## config.mk

```make
export PLATFORM = sky130hd
export DESIGN_NAME = conv_stamp
export DESIGN_NICKNAME = d
export VERILOG_FILES = /design/src/rtl/conv_stamp_pkg.sv /design/src/rtl/conv_stamp_timebase.sv /design/src/rtl/conv_stamp_ctrl.sv /design/src/rtl/conv_stamp_dp.sv /design/src/rtl/conv_stamp.sv
export SDC_FILE = /design/constraint.sdc
export NUM_CORES = 1
export LEC_CHECK = 0
export ABC_CLOCK_PERIOD_IN_PS = 4660
export BUFFER_PORTS_ARGS = -buffer_cell sky130_fd_sc_hd__buf_4
export CAP_MARGIN = 20
export CORE_UTILIZATION = 45
export CTS_BUF_LIST = sky130_fd_sc_hd__clkbuf_4 sky130_fd_sc_hd__clkbuf_8
export DETAILED_ROUTE_END_ITERATION = 10
export PLACE_DENSITY = 0.66
export SLEW_MARGIN = 20
export SYNTH_ARGS = -nofsm -noshare
export SYNTH_HDL_FRONTEND = slang
export SYNTH_SLANG_ARGS = --single-unit
export TNS_END_PERCENT = 10
```

## constraint.sdc

```tcl
create_clock -name clk -period 4.66 [get_ports clk]
set_input_delay 0.466 -clock clk [delete_from_list [all_inputs] [get_ports clk]]
set_output_delay 0.466 -clock clk [all_outputs]
set_load 0.02 [all_outputs]
```

## src/rtl/conv_stamp_pkg.sv

```systemverilog
package conv_stamp_pkg;

  typedef enum logic [1:0] {
    ST_IDLE    = 2'd0,
    ST_CONV    = 2'd1,
    ST_SENDRES = 2'd2,
    ST_SENDTS  = 2'd3
  } stampState_t;

  typedef struct packed {
    logic takeCmd;
    logic grabStamp;
    logic grabResult;
    logic sendStamp;
  } dpCtrl_t;

endpackage

```

## src/rtl/conv_stamp_timebase.sv

```systemverilog
module conv_stamp_timebase #(
  parameter int TB_W = 16,
  parameter int PS_W = 4
) (
  input  logic            clk,
  input  logic            rstN,
  input  logic            psWr,
  input  logic [PS_W-1:0] psData,
  input  logic            cntWr,
  input  logic [TB_W-1:0] cntData,
  output logic [PS_W-1:0] psCode,
  output logic [TB_W-1:0] timeBase
);

  localparam int DIV_RAW = (1 << PS_W) - 2;
  localparam int DIV_W   = (DIV_RAW < 1) ? 1 : DIV_RAW;

  logic [DIV_W-1:0] divCnt;
  logic [DIV_W-1:0] divLimit;
  logic [PS_W-1:0]  shiftAmt;
  logic             tick;

  always_comb begin
    shiftAmt = psCode - PS_W'(1);
    divLimit = (DIV_W'(1) << shiftAmt) - DIV_W'(1);
    tick     = (psCode != '0) && (divCnt == divLimit);
  end

  always_ff @(posedge clk or negedge rstN) begin
    if (!rstN) begin
      psCode <= '0;
      divCnt <= '0;
    end else if (psWr) begin
      psCode <= psData;
      divCnt <= '0;
    end else if (psCode == '0 || tick) begin
      divCnt <= '0;
    end else begin
      divCnt <= divCnt + DIV_W'(1);
    end
  end

  always_ff @(posedge clk or negedge rstN) begin
    if (!rstN)        timeBase <= '0;
    else if (cntWr)   timeBase <= cntData;
    else if (tick)    timeBase <= timeBase + TB_W'(1);
  end

endmodule

```

## src/rtl/conv_stamp_ctrl.sv

```systemverilog
module conv_stamp_ctrl
  import conv_stamp_pkg::*;
(
  input  logic    clk,
  input  logic    rstN,
  input  logic    cmdValid,
  input  logic    cmdStampReq,
  input  logic    sampleEnd,
  input  logic    convDone,
  input  logic    msgReady,
  output logic    cmdReady,
  output logic    msgValid,
  output dpCtrl_t dpCtrl
);

  stampState_t state, nextState;
  logic        wantStamp;

  always_ff @(posedge clk or negedge rstN) begin
    if (!rstN) begin
      state     <= ST_IDLE;
      wantStamp <= 1'b0;
    end else begin
      state <= nextState;
      if (state == ST_IDLE && cmdValid) wantStamp <= cmdStampReq;
    end
  end

  always_comb begin
    nextState = state;
    case (state)
      ST_IDLE:    if (cmdValid) nextState = ST_CONV;
      ST_CONV:    if (convDone) nextState = ST_SENDRES;
      ST_SENDRES: if (msgReady) nextState = wantStamp ? ST_SENDTS : ST_IDLE;
      ST_SENDTS:  if (msgReady) nextState = ST_IDLE;
      default:    nextState = ST_IDLE;
    endcase
  end

  always_comb begin
    cmdReady          = (state == ST_IDLE);
    msgValid          = (state == ST_SENDRES) || (state == ST_SENDTS);
    dpCtrl.takeCmd    = (state == ST_IDLE) && cmdValid;
    dpCtrl.grabStamp  = (state == ST_CONV) && sampleEnd;
    dpCtrl.grabResult = (state == ST_CONV) && convDone;
    dpCtrl.sendStamp  = (state == ST_SENDTS);
  end

endmodule

```

## src/rtl/conv_stamp_dp.sv

```systemverilog
module conv_stamp_dp
  import conv_stamp_pkg::*;
#(
  parameter int TB_W  = 16,
  parameter int RES_W = 16,
  parameter int TAG_W = 4,
  parameter int MSG_W = 16
) (
  input  logic             clk,
  input  logic             rstN,
  input  dpCtrl_t          dpCtrl,
  input  logic [TAG_W-1:0] cmdTag,
  input  logic [RES_W-1:0] convResult,
  input  logic [TB_W-1:0]  timeBase,
  output logic             msgKind,
  output logic [TAG_W-1:0] msgTag,
  output logic [MSG_W-1:0] msgData
);

  logic [TAG_W-1:0] tagQ;
  logic [RES_W-1:0] resultQ;
  logic [TB_W-1:0]  stampQ;

  always_ff @(posedge clk or negedge rstN) begin
    if (!rstN) begin
      tagQ    <= '0;
      resultQ <= '0;
      stampQ  <= '0;
    end else begin
      if (dpCtrl.takeCmd)    tagQ    <= cmdTag;
      if (dpCtrl.grabResult) resultQ <= convResult;
      if (dpCtrl.grabStamp)  stampQ  <= timeBase;
    end
  end

  always_comb begin
    msgKind = dpCtrl.sendStamp;
    msgTag  = tagQ;
    msgData = dpCtrl.sendStamp ? MSG_W'(stampQ) : MSG_W'(resultQ);
  end

endmodule

```

## src/rtl/conv_stamp.sv

```systemverilog
module conv_stamp
  import conv_stamp_pkg::*;
#(
  parameter int TB_W  = 16,
  parameter int RES_W = 16,
  parameter int TAG_W = 4,
  parameter int PS_W  = 4,
  parameter int CFG_W = 16
) (
  input  logic             clk,
  input  logic             rstN,
  input  logic             cmdValid,
  output logic             cmdReady,
  input  logic             cmdStampReq,
  input  logic [TAG_W-1:0] cmdTag,
  input  logic             sampleEnd,
  input  logic             convDone,
  input  logic [RES_W-1:0] convResult,
  input  logic             cfgWrEn,
  input  logic             cfgSel,
  input  logic [CFG_W-1:0] cfgData,
  output logic             msgValid,
  input  logic             msgReady,
  output logic             msgKind,
  output logic [TAG_W-1:0] msgTag,
  output logic [((RES_W > TB_W) ? RES_W : TB_W)-1:0] msgData
);

  localparam int MSG_W = (RES_W > TB_W) ? RES_W : TB_W;

  dpCtrl_t          dpCtrl;
  logic [PS_W-1:0]  psCode;
  logic [TB_W-1:0]  timeBase;

  conv_stamp_timebase #(.TB_W(TB_W), .PS_W(PS_W)) timebase (
    .clk(clk), .rstN(rstN),
    .psWr(cfgWrEn && !cfgSel), .psData(cfgData[PS_W-1:0]),
    .cntWr(cfgWrEn && cfgSel), .cntData(cfgData[TB_W-1:0]),
    .psCode(psCode), .timeBase(timeBase)
  );

  conv_stamp_ctrl ctrl (
    .clk(clk), .rstN(rstN),
    .cmdValid(cmdValid), .cmdStampReq(cmdStampReq),
    .sampleEnd(sampleEnd), .convDone(convDone), .msgReady(msgReady),
    .cmdReady(cmdReady), .msgValid(msgValid), .dpCtrl(dpCtrl)
  );

  conv_stamp_dp #(.TB_W(TB_W), .RES_W(RES_W), .TAG_W(TAG_W), .MSG_W(MSG_W)) dp (
    .clk(clk), .rstN(rstN), .dpCtrl(dpCtrl),
    .cmdTag(cmdTag), .convResult(convResult), .timeBase(timeBase),
    .msgKind(msgKind), .msgTag(msgTag), .msgData(msgData)
  );

endmodule

```

==> metrics.cfg, run 1 <==
[layout]
insertedDiodeCount = 0
final_area_um2 = 4910
nets = 509
area_growth_pct = 18.7
layout_common_cells = dfrtp_1 (73), buf_4 (71), mux2_2 (58), nor2_1 (33), nand2_1 (32)
layout_commonest_cell = dfrtp_1
final_layout_size_suffix_gt1_frac = 0.337

[sta]
post-route-period-util = 0.830
hold_viol_final = 0
setup_viol = 0
relSlewSlack = 0.385
slew_viol_final = 0
setup_slack_ns = 0.793
rsz0062_at_grt = false
worst_clock_skew_ns = 0.0144
max_freq_mhz = 259
tightest_slew_ns = 0.922
fin_crit_ns = 3.87
setup_tns_ns = 0

[placement]
dp_hpwl_mm = 6.58
io_buffers = 67
placed_cell_area_um2 = 4670
place_ws_ns = 0.839
place_congestion = 0.818

[synth]
synth_compound_area_frac = 0.110
yosys.area_share.simple = 0.189
synth.distinct_cells = 54
synth-seq-cells = 73
synth_edf_count = 0
synth-xor-area-share = 0.0487
synth_top_family_by_area = simple AND/OR/NAND/NOR gates
synth-warning-count = 0
syn_nets = 452
syn_area_per_cell_um2 = 10.2
ys_seq_area_frac = 0.442
muxShareOfSynthArea = 0.163
syn_inst = 404
synth.cell_area_um2 = 4140
synth_ff_type = dfrtp_1
async_flop_share = 1.00
synthAdderAreaFrac = 0.00908

[drt]
drtIter0Drc = 191
postRouteAntennaNets = 0
drtPass1Iterations = 8
vias = 3295
wirelength_mm = 9.44
wl_per_cell_um = 16.4
drc = 8
vias_per_cell = 5.74

[floorplanning]
die_width_um = 97.9
core_um2 = 8810
die-area_um2 = 9580
start_util = 0.470
fp-row-count = 34
io_pins = 68
die_h_um = 97.9

[grt]
met1_usage = 0.298
grtUsageMet3 = 0.0451
antenna_found_initial = 0
grt_util_met2 = 0.320
grt_pass1_wl_mm = 15.9
grt_pass1_vias = 3216
top_usage_layer = met2
grt_overflow = 0
grt_max_degree = 74
track_usage = 0.210

[clock_tree]
root_buffer = clkbuf_8
clk_pin_slew_worst_paths_ns = 0.09
clock_path_buffers = 2
htreeDepth = 3
cts_setup_buffers = 0
cts_hold_buf = 0
cts_tree = done
clk-insertion-delay-late_ns = 0.36
cts_buffers = 9
cts.sinks = 73
cts_resized = 0

[setup_path]
required_ns = 4.95
worstPathArrival_ns = 4.16
cp_max_fo = 22
crit_path_end_kind = register
crit_path_cell_trace = or4b_1 > ha_1 > nand2_1 > xnor2_1 > a2111oi_1 > o211ai_1 > or3_1 > or4_1 > a31oi_1
worst_path_max_delay_cell = or3_1
crit_family = simple AND/OR/NAND/NOR gates
cp.buffers_inverters = 0
crit_type = reg -> reg
start_kind = register
max_stage_delay_ns = 0.62

[status]
violations = DRC
status = complete, but fails checks

[pwr]
powerDensity_nw_per_um2 = 535
p_leak_nw = 2.04
ir_drop_mv = 0.387

[min_path]
hold_path.class = in -> async

[run]
drv_cap = 0

-- final cells by class --
type                            instances  area [um2]
Fill cell                             803        3900
Tap cell                              108         135
Multi-Input combinational cell        298        2150
Clock inverter                          6        97.6
Clock buffer                           10         138
Sequential cell                        73        1830
Timing Repair Buffer                   71         533
Inverter                                8        30.0
-- layer usage --
| layer | vias up | part of all wire |
|---|---|---|
| li1 | 1567 | - |
| met1 | 1614 | 0.48 |
| met2 | 98 | 0.45 |
| met3 | 16 | 0.052 |
| met4 | 0 | 0.014 |
| met5 | - | 0 |
-- cell families (layout without fill, tap and decap cells) --
kind of cell,count (synthesis),in the layout
XOR/XNOR,23,23
AND/OR/NAND/NOR,145,145
buffers and inverters,33,95
flip-flops,73,73
adder cells (fa/ha/maj),3,3
AO/OA/AOI/OAI,67,67
multiplexers,60,60
-- through the flow --
stage / util / std cells / hold WS, ns / total power, mW
3_3_place_gp: 0.531 / 558 / 0.481 / 2.03
4_1_cts: 0.558 / 574 / 0.259 / 2.65
2_1_floorplan: - / 404 / 0.170 / 1.70
3_5_place_dp: 0.531 / 558 / 0.487 / 2.05
6_report: 0.558 / 574 / 0.217 / 2.63
5_1_grt: 0.558 / 574 / 0.304 / 2.78
-- power by group --
group | total (mW) | internal, mW | switching [mW]
Combinational | 1.06 | 0.546 | 0.515
Sequential | 0.974 | 0.836 | 0.138
Clock | 0.592 | 0.324 | 0.268
Total | 2.63 | 1.71 | 0.921
-- registers in the layout, summed over array words and instances, names as in the netlist --
name	cells
ctrl.wantStamp	1
dp.stampQ	16
dp.resultQ	16
timebase.psCode	4
timebase.divCnt	14
dp.msgTag	4
ctrl.state	2
timebase.timeBase	16
-- worst register-to-register path, stage by stage, from the launching register on --
cell and delay [ns]:
dfrtp_1 0.47, or4b_1 0.54, ha_1 0.38, nand2_1 0.20, xnor2_1 0.09, a2111oi_1 0.55
o211ai_1 0.20, or3_1 0.62, or4_1 0.59, a31oi_1 0.17
-- final timing paths --
check,startpoint,to,slack [ns],cells past startpoint
hold reg to reg,dp.resultQ[3]$_DFFE_PN0P_,dp.resultQ[3]$_DFFE_PN0P_,0.51,1
max in group asynchronous,rstN,timebase.divCnt[9]$_DFF_PN0_,3.82,1
setup reg to reg,timebase.psCode[2]$_DFFE_PN0P_,timebase.timeBase[5]$_DFFE_PN0P_,0.79,9
hold / removal,rstN,dp.resultQ[12]$_DFFE_PN0P_,0.22,1
min in group clk,cfgData[4],timebase.timeBase[4]$_DFFE_PN0P_,0.31,3
setup / recovery,timebase.psCode[2]$_DFFE_PN0P_,timebase.timeBase[5]$_DFFE_PN0P_,0.79,9
-- synth_stat cells (2+ instances only) --
| master | n | share of area |
|---|---|---|
| dfrtp_1 | 73 | 0.44 |
| mux2_2 | 58 | 0.16 |
| nor2_1 | 33 | 0.030 |
| nand2_1 | 32 | 0.029 |
| o21ai_0 | 16 | 0.019 |
| xnor2_1 | 16 | 0.034 |
| clkbuf_1 | 14 | 0.013 |
| nand3_1 | 14 | 0.017 |
| a21oi_1 | 9 | 0.011 |
| o211ai_1 | 9 | 0.016 |
| or3_1 | 9 | 0.014 |
| a31oi_1 | 8 | 0.012 |
| and3_1 | 8 | 0.012 |
| inv_1 | 8 | 0.0073 |
| nand4_1 | 8 | 0.012 |
| buf_2 | 7 | 0.0085 |
| xor2_1 | 7 | 0.015 |
| nand2b_1 | 6 | 0.0091 |
| nor2b_1 | 6 | 0.0091 |
| nor3b_1 | 5 | 0.0091 |
| o31ai_1 | 5 | 0.0091 |
| and2_1 | 4 | 0.0061 |
| buf_6 | 3 | 0.0082 |
| ha_1 | 3 | 0.0091 |
| a21boi_0 | 2 | 0.0036 |
| a31o_2 | 2 | 0.0042 |
| mux2i_1 | 2 | 0.0048 |
| nand3b_1 | 2 | 0.0036 |
| nand4b_1 | 2 | 0.0042 |
| nor3_1 | 2 | 0.0024 |
| nor4_1 | 2 | 0.0030 |
| nor4_2 | 2 | 0.0061 |
| o2111ai_1 | 2 | 0.0042 |
| o21a_1 | 2 | 0.0036 |
| o221a_2 | 2 | 0.0054 |
| o221ai_1 | 2 | 0.0042 |
| or2_2 | 2 | 0.0030 |
Power figures use the tool's default switching activity.
==> run 2, diff against run 1 <==
--- a/config.mk
+++ b/config.mk
@@ -5,7 +5,8 @@
 export SDC_FILE = /design/constraint.sdc
 export NUM_CORES = 1
 export LEC_CHECK = 0
-export ABC_CLOCK_PERIOD_IN_PS = 4660
+export ABC_AREA = 1
+export ABC_CLOCK_PERIOD_IN_PS = 3600
 export BUFFER_PORTS_ARGS = -buffer_cell sky130_fd_sc_hd__buf_4
 export CAP_MARGIN = 20
 export CORE_UTILIZATION = 45
==> constraint.sdc (replaced) <==
create_clock -name clk -period 3.6 [get_ports clk]
set_input_delay 0.36 -clock clk [delete_from_list [all_inputs] [get_ports clk]]
set_output_delay 0.36 -clock clk [all_outputs]
set_load 0.02 [all_outputs]
==> run 2 against run 1 <==
  * The flow now finishes without violations
  * First-iteration DRC count increased by 4.2%
  * Global-route usage rose by 0.73 points
  * Clock power grew 21%
  * Die area is 1.3% higher
  * Cell count increased by 27%
  * Highest routed layer unchanged
==> metrics.cfg, run 2 <==
[grt]
grt_overflow = 0  ; unchanged
antenna_found_initial = 0  ; unchanged
grt_pass1_vias = 3713  ; +15%
grt_max_degree = 74  ; unchanged
track_usage = 0.217  ; +0.00734
grt_pass1_wl_mm = 17.0  ; +7.1%

[drt]
vias_per_cell = 5.14  ; -10%
wirelength_mm = 9.67  ; +2.4%
drtIter0Drc = 199  ; +4.2%
wl_per_cell_um = 13.3  ; -19%
vias = 3739  ; +13%
drtPass1Iterations = 6  ; -2
postRouteAntennaNets = 0  ; unchanged
drc = 0  ; -8

[setup_path]
reg2reg_setup_slack_ns = 0.71  ; -0.09 ns
crit_type = reg -> reg
cp.buffers_inverters = 3  ; +3
crit_family = simple AND/OR/NAND/NOR gates
cp_max_fo = 14  ; -36%
path_common_cell = nand2_1
start_kind = register
crit_path_cell_trace = inv_2 > nand2_1 > nor2_1 > nand2_1 > ha_1 > inv_1 > nand2_1 > nand2_1 > nand3_1 > nand2_1 > nand2_1 > clkinv_1 > nand2_1 > nor2_1 > nand3_1 > nor2_4 > nand2_1 > nand3b_1 > nor2_1
worst_path_max_delay_cell = dfrtp_1
worstPathArrival_ns = 3.09  ; -1.07 ns
crit_path_end_kind = register
max_stage_delay_ns = 0.45  ; -0.17 ns
required_ns = 3.80  ; -1.15 ns

[sta]
fin_hold_ws_ns = 0.151  ; -0.0661 ns
setup_viol = 0  ; unchanged
setup_tns_ns = 0  ; unchanged
relSlewSlack = 0.390  ; +0.00489
tightest_slew_ns = 0.915  ; -0.00733 ns
hold_viol_final = 0  ; unchanged
worst_clock_skew_ns = 0.0112  ; -0.00320 ns
post-route-period-util = 0.803  ; -0.0264
slew_viol_final = 0  ; unchanged
rsz0062_at_grt = false
fin_crit_ns = 2.89  ; -0.975 ns
max_freq_mhz = 346  ; +34%

[layout]
nFillCells = 862  ; +7.3%
layout_commonest_cell = nand2_1
final_layout_size_suffix_gt1_frac = 0.205  ; -0.132
area_growth_pct = 19.0
layout_common_cells = nand2_1 (211), dfrtp_1 (73), buf_4 (68), nand3_1 (52), inv_1 (38)
fin_util = 0.563  ; +0.00552
insertedDiodeCount = 0  ; unchanged
nets = 662  ; +30%
top_regs = dp.resultQ (16), dp.stampQ (16), timebase.timeBase (16)

[pwr]
powerDensity_nw_per_um2 = 680  ; +27%
swShare = 0.375  ; +0.0243
p_leak_nw = 2.50  ; +23%
ir_drop_mv = 0.351  ; -9.4%
p_int_mw = 2.12  ; +24%
power_frac_comb = 0.407  ; +0.003
clkPwrFrac = 0.212  ; -0.013
seq_power_share = 0.381  ; +0.010
p_switching_mw = 1.27  ; +38%

[synth]
ys_top_cells_by_count = nand2_1 (211), dfrtp_1 (73), nand3_1 (52), inv_1 (38), nor2_1 (37)
synth_edf_count = 0  ; unchanged
syn_area_per_cell_um2 = 7.59  ; -26%
synth_top_area_frac = 0.436  ; -0.00554
synth.cell_area_um2 = 4190  ; +1.3%
yosysMostFrequentCell = nand2_1
ys_seq_area_frac = 0.436  ; -0.00554
synth_ff_type = dfrtp_1
synth-warning-count = 0  ; unchanged
syn_nets = 600  ; +33%
synth-seq-cells = 73  ; unchanged
ys_top_cells_by_area = dfrtp_1 (44%), nand2_1 (19%), mux2_2 (6.5%)
synth.distinct_cells = 32  ; -41%
async_flop_share = 1.00  ; unchanged
syn_inst = 552  ; +37%
synth_top_area_cell = dfrtp_1

[floorplanning]
start_util = 0.473  ; +0.00368
die_h_um = 98.5  ; +0.62%
die-area_um2 = 9700  ; +1.3%
core_um2 = 8850  ; +0.48%
fp-row-count = 34  ; unchanged
io_pins = 68  ; unchanged
die_width_um = 98.5  ; +0.62%

[clock_tree]
root_buffer = clkbuf_8
clk_pin_slew_worst_paths_ns = 0.08  ; about the same
clk-insertion-delay-late_ns = 0.34  ; -0.02 ns
htreeDepth = 3  ; unchanged
cts_hold_buf = 0  ; unchanged
cts_buffers = 9  ; unchanged
cts_setup_buffers = 0  ; unchanged
clock_path_buffers = 2  ; unchanged
cts.sinks = 73  ; unchanged
cts_tree = done
cts_resized = 0  ; unchanged

[status]
status = complete, no violations

[min_path]
hold_path.class = in -> async

[placement]
io_buffers = 67  ; unchanged
place_congestion = 0.890  ; +8.7%
dp_hpwl_mm = 7.17  ; +9.0%

[run]
drv_cap = 0  ; unchanged

==> run 2: cell types whose count changed after synthesis, moves of 10 or more <==
cell / change
nand2_1: +179
nand3_1: +38
mux2_2: -34
inv_1: +30
xnor2_1: -12
xor2_1: +11
o21ai_0: +10
==> run 2: layout make-up <==
cell class	count	area, um2	area share
clock inverters	5	77.6	0.0156
multi-input cells	417	2110	0.424
inverters	45	169	0.0339
well taps	108	135	0.0271
repair buffers	68	510	0.102
flip-flops and latches	73	1830	0.367
clock buffers	11	151	0.0304
==> run 2: path summary, 6_finish.rpt <==
| kind | startpoint | to | cells past startpoint |
|---|---|---|---|
| max | timebase.psCode[1]$_DFFE_PN0P_ | timebase.divCnt[13]$_DFF_PN0_ | 19 |
| min | rstN | ctrl.wantStamp$_DFFE_PN0P_ | 1 |
| min reg2reg | dp.stampQ[5]$_DFFE_PN0P_ | dp.stampQ[5]$_DFFE_PN0P_ | 2 |
| max in group asynchronous | rstN | timebase.timeBase[8]$_DFFE_PN0P_ | 1 |
| min in group clk | convResult[13] | dp.resultQ[13]$_DFFE_PN0P_ | 2 |
| max reg2reg | timebase.psCode[1]$_DFFE_PN0P_ | timebase.divCnt[13]$_DFF_PN0_ | 19 |
==> run 2: cells by family after synthesis <==
| kind of cell | after synthesis | synth area share |
|---|---|---|
| muxes | 24 | 0.0645 |
| adders and majority gates | 3 | 0.00896 |
| xor gates and xnor gates | 22 | 0.0460 |
| DFF | 73 | 0.436 |
| and+or+nand+nor | 334 | 0.342 |
| AOI/OAI and AO/OA | 34 | 0.0433 |
| buffers and inverters | 62 | 0.0595 |
==> run 2: power by group through the flow <==
stage               combinational (mW)  clock [mW]  sequential, mW
global placement                  1.36           0            1.29
global route                      1.53       0.771            1.33
finish                            1.38       0.719            1.29
CTS                               1.39       0.740            1.29
detailed placement                1.39           0            1.30
floorplan                        0.934           0            1.27
==> run 2: layer usage <==
layer,global-route usage,up-vias,routed length [um]
li1,-,1884,-
met1,0.282,1788,4520
met2,0.375,59,4780
met3,0.0426,8,274
met4,0.0528,0,90
met5,0,-,0
==> run 2: per-stage QoR <==
stage               total power, mW  cells  setup WS, ns  instance area, um2
finish                         3.39    727         0.708                4980
global route                   3.63    727         0.396                4980
CTS                            3.42    727         0.752                4980
detailed placement             2.69    711         0.768                4750
global placement               2.65    711         0.793                4750
floorplan                      2.20    552          1.22                4190
==> run 3, diff against run 2 <==
--- a/config.mk
+++ b/config.mk
@@ -6,7 +6,7 @@
 export NUM_CORES = 1
 export LEC_CHECK = 0
 export ABC_AREA = 1
-export ABC_CLOCK_PERIOD_IN_PS = 3600
+export ABC_CLOCK_PERIOD_IN_PS = 2700
 export BUFFER_PORTS_ARGS = -buffer_cell sky130_fd_sc_hd__buf_4
 export CAP_MARGIN = 20
 export CORE_UTILIZATION = 45
==> constraint.sdc (replaced) <==
create_clock -name clk -period 2.7 [get_ports clk]
set_input_delay 0.27 -clock clk [delete_from_list [all_inputs] [get_ports clk]]
set_output_delay 0.27 -clock clk [all_outputs]
set_load 0.02 [all_outputs]
==> run 3 against run 2 <==
  * Non-clock buffer count rose by 11
  * Sequential share of layout area shrank 0.43 points
  * Register-to-register slack worse by 0.42 ns
  * Combinational power grew 38%
  * Highest routed layer unchanged
  * Hold slack got worse by 0.11 ns
  * Critical path type unchanged
  * Sequential power is 32% higher
  * The flow now finishes with violations (DRC)
  * Largest cell class unchanged
  * Die area is the same
  * Fmax increased by 20%
==> metrics.cfg, run 3 (same netlist as run 2, synthesis figures left out) <==
[pwr]
p_switching_mw = 1.74  ; +37%
p_leak_nw = 2.54  ; +1.5%
powerDensity_nw_per_um2 = 870  ; +28%
clkPwrFrac = 0.180  ; -0.032
swShare = 0.397  ; +0.0223
seq_power_share = 0.388  ; +0.007
p_int_mw = 2.65  ; +25%
ir_drop_mv = 0.537  ; +53%
power_frac_comb = 0.433  ; +0.026

[sta]
setup_slack_ns = 0.289  ; -0.419 ns
rsz0062_at_grt = false
relSlewSlack = 0.392  ; +0.00227
max_freq_mhz = 415  ; +20%
fin_crit_ns = 2.41  ; -0.481 ns
setup_tns_ns = 0  ; unchanged
slew_viol_final = 0  ; unchanged
tightest_slew_ns = 0.911  ; -0.00340 ns
worst_clock_skew_ns = 0.0189  ; +0.00775 ns
setup_viol = 0  ; unchanged
post-route-period-util = 0.893  ; +0.0896
fin_hold_ws_ns = 0.0438  ; -0.107 ns
hold_viol_final = 0  ; unchanged

[layout]
nFillCells = 847  ; -1.7%
nets = 673  ; +1.7%
insertedDiodeCount = 0  ; unchanged
layout_common_cells = nand2_1 (211), buf_4 (77), dfrtp_1 (71), nand3_1 (52), inv_1 (38)
final_layout_size_suffix_gt1_frac = 0.227  ; +0.0218
final_area_um2 = 5050  ; +1.3%
layout_commonest_cell = nand2_1
area_growth_pct = 20.6
top_regs = dp.resultQ (16), dp.stampQ (16), timebase.timeBase (16)

[setup_path]
cp_max_fo = 11  ; -3
start_kind = register
crit_path_end_kind = register
required_ns = 2.94  ; -0.86 ns
worstPathArrival_ns = 2.65  ; -0.44 ns
crit_type = reg -> reg

[floorplanning]
die_h_um = 98.5  ; unchanged
core_um2 = 8850  ; unchanged
die-area_um2 = 9700  ; unchanged
fp-row-count = 34  ; unchanged
die_width_um = 98.5  ; unchanged
io_pins = 68  ; unchanged
start_util = 0.473  ; unchanged

[drt]
wirelength_mm = 9.93  ; +2.7%
vias_per_cell = 5.13  ; -0.28%
drtIter0Drc = 177  ; -11%
vias = 3785  ; +1.2%
postRouteAntennaNets = 0  ; unchanged
drc = 3  ; +3
wl_per_cell_um = 13.5  ; +1.1%
drtPass1Iterations = 8  ; +2

[clock_tree]
root_buffer = clkbuf_8
cts_buffers = 9  ; unchanged
clk_pin_slew_worst_paths_ns = 0.08  ; about the same
cts_tree = done
clk-insertion-delay-late_ns = 0.35  ; about the same
htreeDepth = 3  ; unchanged
cts.sinks = 73  ; unchanged
cts_hold_buf = 0  ; unchanged
clock_path_buffers = 2  ; unchanged

[placement]
io_buffers = 67  ; unchanged
place_ws_ns = 0.184  ; -0.584 ns
dp_hpwl_mm = 7.28  ; +1.5%
place_congestion = 0.971  ; +9.1%
placed_cell_area_um2 = 4840  ; +1.8%

[grt]
met1_usage = 0.291  ; +0.00922
grt_util_met2 = 0.374  ; -0.00163
grt_pass1_wl_mm = 17.1  ; +0.53%
track_usage = 0.220  ; +0.00300
grtUsageMet3 = 0.0326  ; -0.00993
grt_pass1_vias = 3628  ; -2.3%
antenna_found_initial = 0  ; unchanged
top_usage_layer = met2
grt_max_degree = 74  ; unchanged
grt_overflow = 0  ; unchanged

[status]
violations = DRC
status = complete, but fails checks

[min_path]
hold_path.class = in -> async

[run]
drv_cap = 0  ; unchanged

==> run 3: critical path, cell delays in order, from the launching register on <==
cell and delay (ns):
dfrtp_2 0.44, buf_4 0.15, nand2_1 0.11, nor2_2 0.05, nand2_1 0.06, ha_2 0.22
inv_1 0.08, buf_4 0.14, nor2_4 0.15, nand2_1 0.09, nor2_1 0.09, nand2_1 0.05
nand2_1 0.06, inv_2 0.05, nor2_4 0.13, nand3_4 0.13, buf_12 0.17, nand3_1 0.07
nand2_1 0.06
==> run 3: final timing paths <==
check	from	to	slack (ns)	cells past startpoint
worst max-delay path	timebase.psCode[1]$_DFFE_PN0P_	timebase.timeBase[12]$_DFFE_PN0P_	0.29	18
worst min-delay path	rstN	ctrl.wantStamp$_DFFE_PN0P_	0.04	1
worst max register to register	timebase.psCode[1]$_DFFE_PN0P_	timebase.timeBase[12]$_DFFE_PN0P_	0.29	18
worst min register to register	dp.stampQ[14]$_DFFE_PN0P_	dp.stampQ[14]$_DFFE_PN0P_	0.49	2
max in group asynchronous	rstN	timebase.psCode[1]$_DFFE_PN0P_	1.99	1
min in group clk	convResult[10]	dp.resultQ[10]$_DFFE_PN0P_	0.15	2
==> run 3: repair_timing <==
| action | in CTS | in global routing |
|---|---|---|
| setup endpoints to repair | 0 | 30 |
| endpoints found under the hold margin | 0 | 0 |
| resized for setup | 0 | 5 |
| buffers inserted | 0 | 3 |
==> run 3: metal layers <==
metal  vias up  wire (um)
li1       1909          -
met3        13        310
met4         0        174
met2        75       4900
met1      1788       4540
met5         -          0
==> run 3: area by class of cell <==
| type | count | area, um2 | share of cell area |
|---|---|---|---|
| Clock buffer | 10 | 138 | 0.0273 |
| Clock inverter | 6 | 40.0 | 0.00793 |
| Inverter | 45 | 169 | 0.0335 |
| Multi-Input combinational cell | 417 | 2120 | 0.420 |
| Sequential cell | 73 | 1830 | 0.362 |
| Tap cell | 108 | 135 | 0.0268 |
| Timing Repair Buffer | 79 | 618 | 0.122 |
==> run 3: per-stage QoR <==
stage,util,total power [mW],cells
3_5_place_dp,0.547,3.62,719
5_1_grt,0.571,4.70,738
2_1_floorplan,-,2.94,552
3_3_place_gp,0.547,3.57,719
4_1_cts,0.567,4.41,735
6_report,0.571,4.39,738
==> run 3: power groups by stage <==
| stage | combinational [mW] | sequential [mW] | clock (mW) |
|---|---|---|---|
| 4_1_cts | 1.90 | 1.70 | 0.808 |
| 5_1_grt | 2.10 | 1.75 | 0.851 |
| 6_report | 1.90 | 1.70 | 0.789 |
| 3_5_place_dp | 1.90 | 1.72 | 0 |
| 3_3_place_gp | 1.86 | 1.71 | 0 |
| 2_1_floorplan | 1.25 | 1.69 | 0 |
